$ cat src/rtl/seg_xlate_pkg.sv
package seg_xlate_pkg;
  typedef enum logic [1:0] {
    TRAP_NONE = 2'b00,
    TRAP_SEG  = 2'b01,
    TRAP_LIM  = 2'b10
  } trap_e;
endpackage

$ cat src/rtl/seg_ctl_regs.sv
module seg_ctl_regs #(
  parameter int SEG_W = 4,
  parameter int BANKS = 2,
  localparam int BANK_W = (BANKS > 1) ? $clog2(BANKS) : 1
) (
  input  logic              clk_i,
  input  logic              rst_ni,
  input  logic              wr_i,
  input  logic [BANK_W-1:0] bank_i,
  input  logic [SEG_W:0]    len_i,
  output logic [BANK_W-1:0] bank_o,
  output logic [SEG_W:0]    len_o
);
  logic [BANK_W-1:0] bank_q, bank_d;
  logic [SEG_W:0]    len_q, len_d;

  always_comb begin
    bank_d = bank_q;
    len_d  = len_q;
    if (wr_i) begin
      bank_d = bank_i;
      len_d  = len_i;
    end
  end

  always_ff @(posedge clk_i or negedge rst_ni) begin
    if (!rst_ni) begin
      bank_q <= '0;
      len_q  <= '0;
    end else begin
      bank_q <= bank_d;
      len_q  <= len_d;
    end
  end

  assign bank_o = bank_q;
  assign len_o  = len_q;

  AST_CTL_HOLD: assert property (@(posedge clk_i) disable iff (!rst_ni)
    !wr_i |=> ($stable(len_q) && $stable(bank_q)));
endmodule

$ cat src/rtl/seg_table.sv
module seg_table #(
  parameter int SEG_W = 4,
  parameter int OFF_W = 16,
  parameter int PA_W  = 24,
  parameter int BANKS = 2,
  localparam int BANK_W = (BANKS > 1) ? $clog2(BANKS) : 1,
  localparam int IDX_W  = BANK_W + SEG_W,
  localparam int DEPTH  = 1 << IDX_W
) (
  input  logic              clk_i,
  input  logic              wr_en_i,
  input  logic [BANK_W-1:0] wr_bank_i,
  input  logic [SEG_W-1:0]  wr_seg_i,
  input  logic [PA_W-1:0]   wr_base_i,
  input  logic [OFF_W-1:0]  wr_lim_i,
  input  logic [BANK_W-1:0] rd_bank_i,
  input  logic [SEG_W-1:0]  rd_seg_i,
  output logic [PA_W-1:0]   rd_base_o,
  output logic [OFF_W-1:0]  rd_lim_o
);
  logic [IDX_W-1:0] wr_idx;
  logic [IDX_W-1:0] rd_idx;
  logic [PA_W-1:0]  base_arr [DEPTH];
  logic [OFF_W-1:0] lim_arr  [DEPTH];

  assign wr_idx = {wr_bank_i, wr_seg_i};
  assign rd_idx = {rd_bank_i, rd_seg_i};

  for (genvar i = 0; i < DEPTH; i++) begin : g_ent
    logic             hit;
    logic [PA_W-1:0]  base_q;
    logic [OFF_W-1:0] lim_q;

    assign hit = wr_en_i && (wr_idx == IDX_W'(i));

    always_ff @(posedge clk_i) begin
      if (hit) begin
        base_q <= wr_base_i;
        lim_q  <= wr_lim_i;
      end
    end

    assign base_arr[i] = base_q;
    assign lim_arr[i]  = lim_q;
  end

  assign rd_base_o = base_arr[rd_idx];
  assign rd_lim_o  = lim_arr[rd_idx];

  AST_WR_LANDS: assert property (@(posedge clk_i)
    (wr_en_i && (wr_idx == rd_idx)) |=>
      ((rd_idx != $past(rd_idx)) || (rd_base_o == $past(wr_base_i))));
endmodule

$ cat src/rtl/seg_check.sv
module seg_check
  import seg_xlate_pkg::*;
#(
  parameter int SEG_W = 4,
  parameter int OFF_W = 16,
  parameter int PA_W  = 24
) (
  input  logic [SEG_W-1:0] seg_i,
  input  logic [OFF_W-1:0] off_i,
  input  logic [SEG_W:0]   len_i,
  input  logic [PA_W-1:0]  base_i,
  input  logic [OFF_W-1:0] lim_i,
  output trap_e            trap_o,
  output logic [PA_W-1:0]  paddr_o
);
  logic seg_bad;
  logic off_bad;

  assign seg_bad = ({1'b0, seg_i} >= len_i);
  assign off_bad = (off_i >= lim_i);

  always_comb begin
    if (seg_bad)      trap_o = TRAP_SEG;
    else if (off_bad) trap_o = TRAP_LIM;
    else              trap_o = TRAP_NONE;
  end

  assign paddr_o = base_i + {{(PA_W-OFF_W){1'b0}}, off_i};
endmodule

$ cat src/rtl/seg_xlate_top.sv
module seg_xlate_top
  import seg_xlate_pkg::*;
#(
  parameter int SEG_W = 4,
  parameter int OFF_W = 16,
  parameter int PA_W  = 24,
  parameter int BANKS = 2,
  localparam int BANK_W = (BANKS > 1) ? $clog2(BANKS) : 1
) (
  input  logic              clk_i,
  input  logic              rst_ni,
  input  logic              ctl_wr_i,
  input  logic [BANK_W-1:0] ctl_bank_i,
  input  logic [SEG_W:0]    ctl_len_i,
  input  logic              tw_en_i,
  input  logic [BANK_W-1:0] tw_bank_i,
  input  logic [SEG_W-1:0]  tw_seg_i,
  input  logic [PA_W-1:0]   tw_base_i,
  input  logic [OFF_W-1:0]  tw_lim_i,
  input  logic              rq_valid_i,
  input  logic [SEG_W-1:0]  rq_seg_i,
  input  logic [OFF_W-1:0]  rq_off_i,
  output logic              rs_valid_o,
  output logic [PA_W-1:0]   rs_paddr_o,
  output logic [1:0]        rs_trap_o
);
  logic [BANK_W-1:0] bank_sel;
  logic [SEG_W:0]    len_cur;
  logic [PA_W-1:0]   ent_base;
  logic [OFF_W-1:0]  ent_lim;
  trap_e             chk_trap;
  logic [PA_W-1:0]   chk_paddr;

  logic              valid_q, valid_d;
  logic [PA_W-1:0]   paddr_q, paddr_d;
  trap_e             trap_q, trap_d;

  seg_ctl_regs #(.SEG_W(SEG_W), .BANKS(BANKS)) u_ctl (
    .clk_i  (clk_i),
    .rst_ni (rst_ni),
    .wr_i   (ctl_wr_i),
    .bank_i (ctl_bank_i),
    .len_i  (ctl_len_i),
    .bank_o (bank_sel),
    .len_o  (len_cur)
  );

  seg_table #(.SEG_W(SEG_W), .OFF_W(OFF_W), .PA_W(PA_W), .BANKS(BANKS)) u_tab (
    .clk_i     (clk_i),
    .wr_en_i   (tw_en_i),
    .wr_bank_i (tw_bank_i),
    .wr_seg_i  (tw_seg_i),
    .wr_base_i (tw_base_i),
    .wr_lim_i  (tw_lim_i),
    .rd_bank_i (bank_sel),
    .rd_seg_i  (rq_seg_i),
    .rd_base_o (ent_base),
    .rd_lim_o  (ent_lim)
  );

  seg_check #(.SEG_W(SEG_W), .OFF_W(OFF_W), .PA_W(PA_W)) u_chk (
    .seg_i   (rq_seg_i),
    .off_i   (rq_off_i),
    .len_i   (len_cur),
    .base_i  (ent_base),
    .lim_i   (ent_lim),
    .trap_o  (chk_trap),
    .paddr_o (chk_paddr)
  );

  always_comb begin
    valid_d = 1'b0;
    paddr_d = '0;
    trap_d  = TRAP_NONE;
    if (rq_valid_i) begin
      trap_d = chk_trap;
      if (chk_trap == TRAP_NONE) begin
        valid_d = 1'b1;
        paddr_d = chk_paddr;
      end
    end
  end

  always_ff @(posedge clk_i or negedge rst_ni) begin
    if (!rst_ni) begin
      valid_q <= 1'b0;
      paddr_q <= '0;
      trap_q  <= TRAP_NONE;
    end else begin
      valid_q <= valid_d;
      paddr_q <= paddr_d;
      trap_q  <= trap_d;
    end
  end

  assign rs_valid_o = valid_q;
  assign rs_paddr_o = paddr_q;
  assign rs_trap_o  = trap_q;

  AST_IDLE_QUIET: assert property (@(posedge clk_i) disable iff (!rst_ni)
    !rq_valid_i |=> (!rs_valid_o && (rs_trap_o == 2'b00)));
  AST_SEG_RANGE: assert property (@(posedge clk_i) disable iff (!rst_ni)
    (rq_valid_i && ({1'b0, rq_seg_i} >= len_cur)) |=> (rs_trap_o == 2'b01));
  AST_LIM_RANGE: assert property (@(posedge clk_i) disable iff (!rst_ni)
    (rq_valid_i && ({1'b0, rq_seg_i} < len_cur) && (rq_off_i >= ent_lim))
      |=> (rs_trap_o == 2'b10));
  AST_TRAP_EXCL: assert property (@(posedge clk_i) disable iff (!rst_ni)
    rs_valid_o |-> (rs_trap_o == 2'b00));
  AST_PADDR_QUIET: assert property (@(posedge clk_i) disable iff (!rst_ni)
    !rs_valid_o |-> (rs_paddr_o == '0));
  AST_NO_BOTH_CAUSES: assert property (@(posedge clk_i) disable iff (!rst_ni)
    rs_trap_o != 2'b11);
endmodule

$ cat config.mk
export PLATFORM = sky130hd
export DESIGN_NAME = seg_xlate_top
export DESIGN_NICKNAME = d
export VERILOG_FILES = /design/src/rtl/seg_xlate_pkg.sv /design/src/rtl/seg_ctl_regs.sv /design/src/rtl/seg_table.sv /design/src/rtl/seg_check.sv /design/src/rtl/seg_xlate_top.sv
export SDC_FILE = /design/constraint.sdc
export NUM_CORES = 1
export LEC_CHECK = 0
export ABC_AREA = 1
export BUFFER_PORTS_ARGS = -buffer_cell sky130_fd_sc_hd__buf_2
export CAP_MARGIN = 25
export CORE_MARGIN = 3
export CORE_UTILIZATION = 25
export CTS_BUF_LIST = sky130_fd_sc_hd__clkbuf_4
export CTS_CLUSTER_SIZE = 10
export DETAILED_ROUTE_END_ITERATION = 12
export SLEW_MARGIN = 25
export SYNTH_ARGS = -nofsm -noshare
export SYNTH_HDL_FRONTEND = slang
export SYNTH_HIERARCHICAL = 1
export SYNTH_SLANG_ARGS = --single-unit
$ cat constraint.sdc
create_clock -name clk_i -period 3.2 [get_ports clk_i]
set_clock_uncertainty 0.05 [all_clocks]
set_input_delay 0 -clock clk_i [delete_from_list [all_inputs] [get_ports clk_i]]
set_output_delay 0 -clock clk_i [all_outputs]
set_load 0.05 [all_outputs]
==> summary.md <==
| Metric | Value |
|---|---|
| Top cells by area, synth | edfxtp_1 70%, nand2_1 14%, nand3_1 9.0%, dfrtp_1 1.5%, buf_2 1.5% |
| CTS Sinks | 1313 |
| HP Class | input port to register |
| Hold_ws | roughly 70 ps |
| Crit path capture type | register |
| Crit path launch | tw_seg_i[0] |
| Endpoints failing hold | 0 |
| ANT nets after route | 0 |
| # Post-CTS Setup Buffers | 0 |
| Maxcap violations | 0 |
| Final core occ | between 30% and 40% |
| Row cnt | 171 |
| Gate Count Post-Synth | slightly below 5k |
| Hold Crit Endpoint | u_tab/g_ent[2].base_q[22] |
| FF-to-FF setup slack | ~160 ps |
| Worst slew pin tran | 1070 ps |
| Initial antenna violation count | 21 |
| GPL Wtd Cong | between 0.9 and 1 |
| FF-to-FF End | rs_paddr_o[13] |
| CTS tree | yes |
| Slew headroom | 28.41% |
| Commonest non-fill, non-tap cell in the layout | nand2_1 |
| Drt initial violations | 4207 |
| Fin crit share | a little over nine tenths |
| IO Pins | 103 |
| YS warnings | 6 |
| Leak Pwr | about 25 nW |
| Via Count | roughly 40k |
| Clock transition at path regs | roughly 70 ps |
| Leading cell types in the layout, fill and taps excluded | 1978 x nand2_1, 1280 x edfxtp_1, 981 x nand3_1, 482 x clkbuf_4, 170 x dlygate4sd3_1 |
| Sequential area share after synthesis | a little over 70% |
| Worst VDD drop | about 0.24 mV |
| Gr ovfl total | 0 |
| Via density | between 4 and 5 |
| DRC | 0 |
| Crit path arrival time | 3940 ps |
| Sequential power share | ~52% |
| Area grow syn2layout | 21.14% |
| Largest net degree at the start of global routing | between 100 and 150 |
| Status | finished, final reports clean |
| Routed WL per cell | 20.67 µm |
| CTS max path bufs | 4 |
| Fin cells | around 8.6k |
| Root Driver | clkbuf_4 |
| Min-delay src | tw_base_i[22] |
| R2r startpoint | u_ctl/bank_o |
| Crit Path Class | input port to register |
| Psw | just over 9 mW |
| Clock share of power | a little under two fifths |
| Port buffer count | 102 |
| Share of layout cells above drive strength 1 | 16.99% |
| Worst R2R Path Depth | 15 |
| Worst-Skew Late Latency | between 1000 and 1500 ps |
| Fillers | 22.17k |
| First-pass GRT wire length | 258200 µm |
| Power per cell area | approximately 560 nW/µm² |
| Synth area leader | edfxtp_1 |
| Num CTS Buffers | around 350 |
| Vias in the first global route | 38.35k |
| Starting Density | ~25% |
| Final wirelength | 177200 µm |
| Post-synthesis area per instance | 11.24 µm² |
| Synth cell types | 32 |
| Placed Cells | slightly below 8k |
| Max Freq | approximately 320 MHz |
| Setup-failing EPs final | 0 |
| Crit path max fanout | 31 |
| Req. time, crit path | approximately 4000 ps |
| Full die area | 225200 µm² |
| Cell area after synthesis | around 55000 µm² |
| Hold path cells | 3 |
| Nets@finish | roughly 5.6k |
| Yosys top cell area share | roughly 70% |
| Final min period | around 3100 ps |
| Die H | roughly 470 µm |
| Sw frac | 25.17% |
| GRT Overall Usage | 15.45% |
| CP Launch Type | input port |
| Power Total | between 30 and 40 mW |
| Post-DP HPWL | between 90000 and 100000 µm |
| Post-Syn Nets | 4994 |
| Slew Viols, Final | 0 |
| Die width | ~470 µm |
| Htree depth | 5 |
| Synth Register Bits | 1313 |
| Combinational power share | between 10 and 15% |
| Internal power component | ~28 mW |
| Core Area | roughly 220000 µm² |
| Detailed Routing Iterations Pass 1 | 6 |
==> stage by stage <==
step                cell area (µm²)  setup WS (ps)  TNS, ps
finish                        66480          84.93        0
global route                  66480         -11.44   -22.71
CTS                           66120          33.98        0
detailed placement            60350          42.60        0
global placement              60350          44.70        0
floorplan                     54880          623.0        0
==> per-layer routing <==
metal	up-vias	part of all wire [%]	global-route usage (%)
met4	6	4.7	7.607
met3	379	7.6	2.867
met2	1869	47	24.95
met5	-	0.023	0
met1	19408	40	19.91
li1	18238	-	-
==> worst max-delay path, cell delays in order <==
cell           delay (ps)
dlygate4sd3_1         550
buf_2                 140
dlygate4sd3_1         580
nor2_1                260
nand2_1                90
dlygate4sd3_1         610
nor2_4                120
dlygate4sd3_1        1150
buf_12                390
==> sequential cells by signal, summed over array words and instances, names as in the netlist <==
| name | count |
|---|---|
| rs_paddr_o | 24 |
| rs_trap_o | 2 |
| rs_valid_o | 1 |
| u_tab/g_ent.lim_q | 512 |
| u_tab/g_ent.base_q | 768 |
| u_ctl/bank_o | 1 |
| u_ctl/len_o | 5 |
==> synth_stat cells (all sizes together) <==
cell and instances:
xnor2 2, o211ai 1, edfxtp 1280, clkbuf 47
o22ai 1, inv 127, a21oi 14, nand2 1995
dfrtp 33, or2 1, fa 1, and2 1
nor4 1, nor3 4, a21o 2, nand3 985
buf 231, xor2 9, nand3b 1, o21bai 2
nand4 7, o21ai 2, ha 36, nor2 98
==> worst max path at each step <==
stage / slack (ps) / endpoint
floorplan: 620 / u_tab/g_ent[2].base_q[0]
global route: -10 / rs_paddr_o[0]
finish: 80 / u_tab/g_ent[28].base_q[1]
CTS: 30 / rs_paddr_o[15]
global placement: 40 / rs_paddr_o[13]
detailed placement: 40 / rs_paddr_o[13]
==> cell families (layout without fill, tap and decap cells) <==
family,after synthesis,after routing,share of synthesized area (%)
AND/OR/NAND/NOR,3093,3093,23.69
flip-flops,1313,1313,71.55
buffers and inverters,405,1214,3.507
adder cells (fa/ha/maj),37,37,0.8573
AO/OA/AOI/OAI,22,22,0.2257
XOR/XNOR,11,11,0.1756
other,0,28,0
==> power groups by stage <==
stage	Sequential, mW	Clock, mW	Combinational (mW)
global route	19.3	15.2	4.15
floorplan	19.7	0	1.83
global placement	19.6	0	3.43
detailed placement	19.6	0	3.47
CTS	19.3	14.2	3.72
finish	19.2	13.9	3.80
==> what timing repair did <==
action / in CTS / in global routing
hold buffers: 174 / 30
resized for setup: 0 / 28
endpoints found under the setup margin: 0 / 20
endpoints found under the hold margin: 2626 / 822
==> layout make-up <==
cell class	instances	area [µm²]	share of cell area, %
tap	2854	3571	5.372
clock inverter	70	404.1	0.6079
antenna	28	70.07	0.1054
clock buffer	482	3618	5.443
inverter	127	501.7	0.7547
timing repair buffer	535	4997	7.517
sequential	1313	39260	59.06
multi-input combinational	3163	14050	21.14
(Power assumes the default switching activity.)
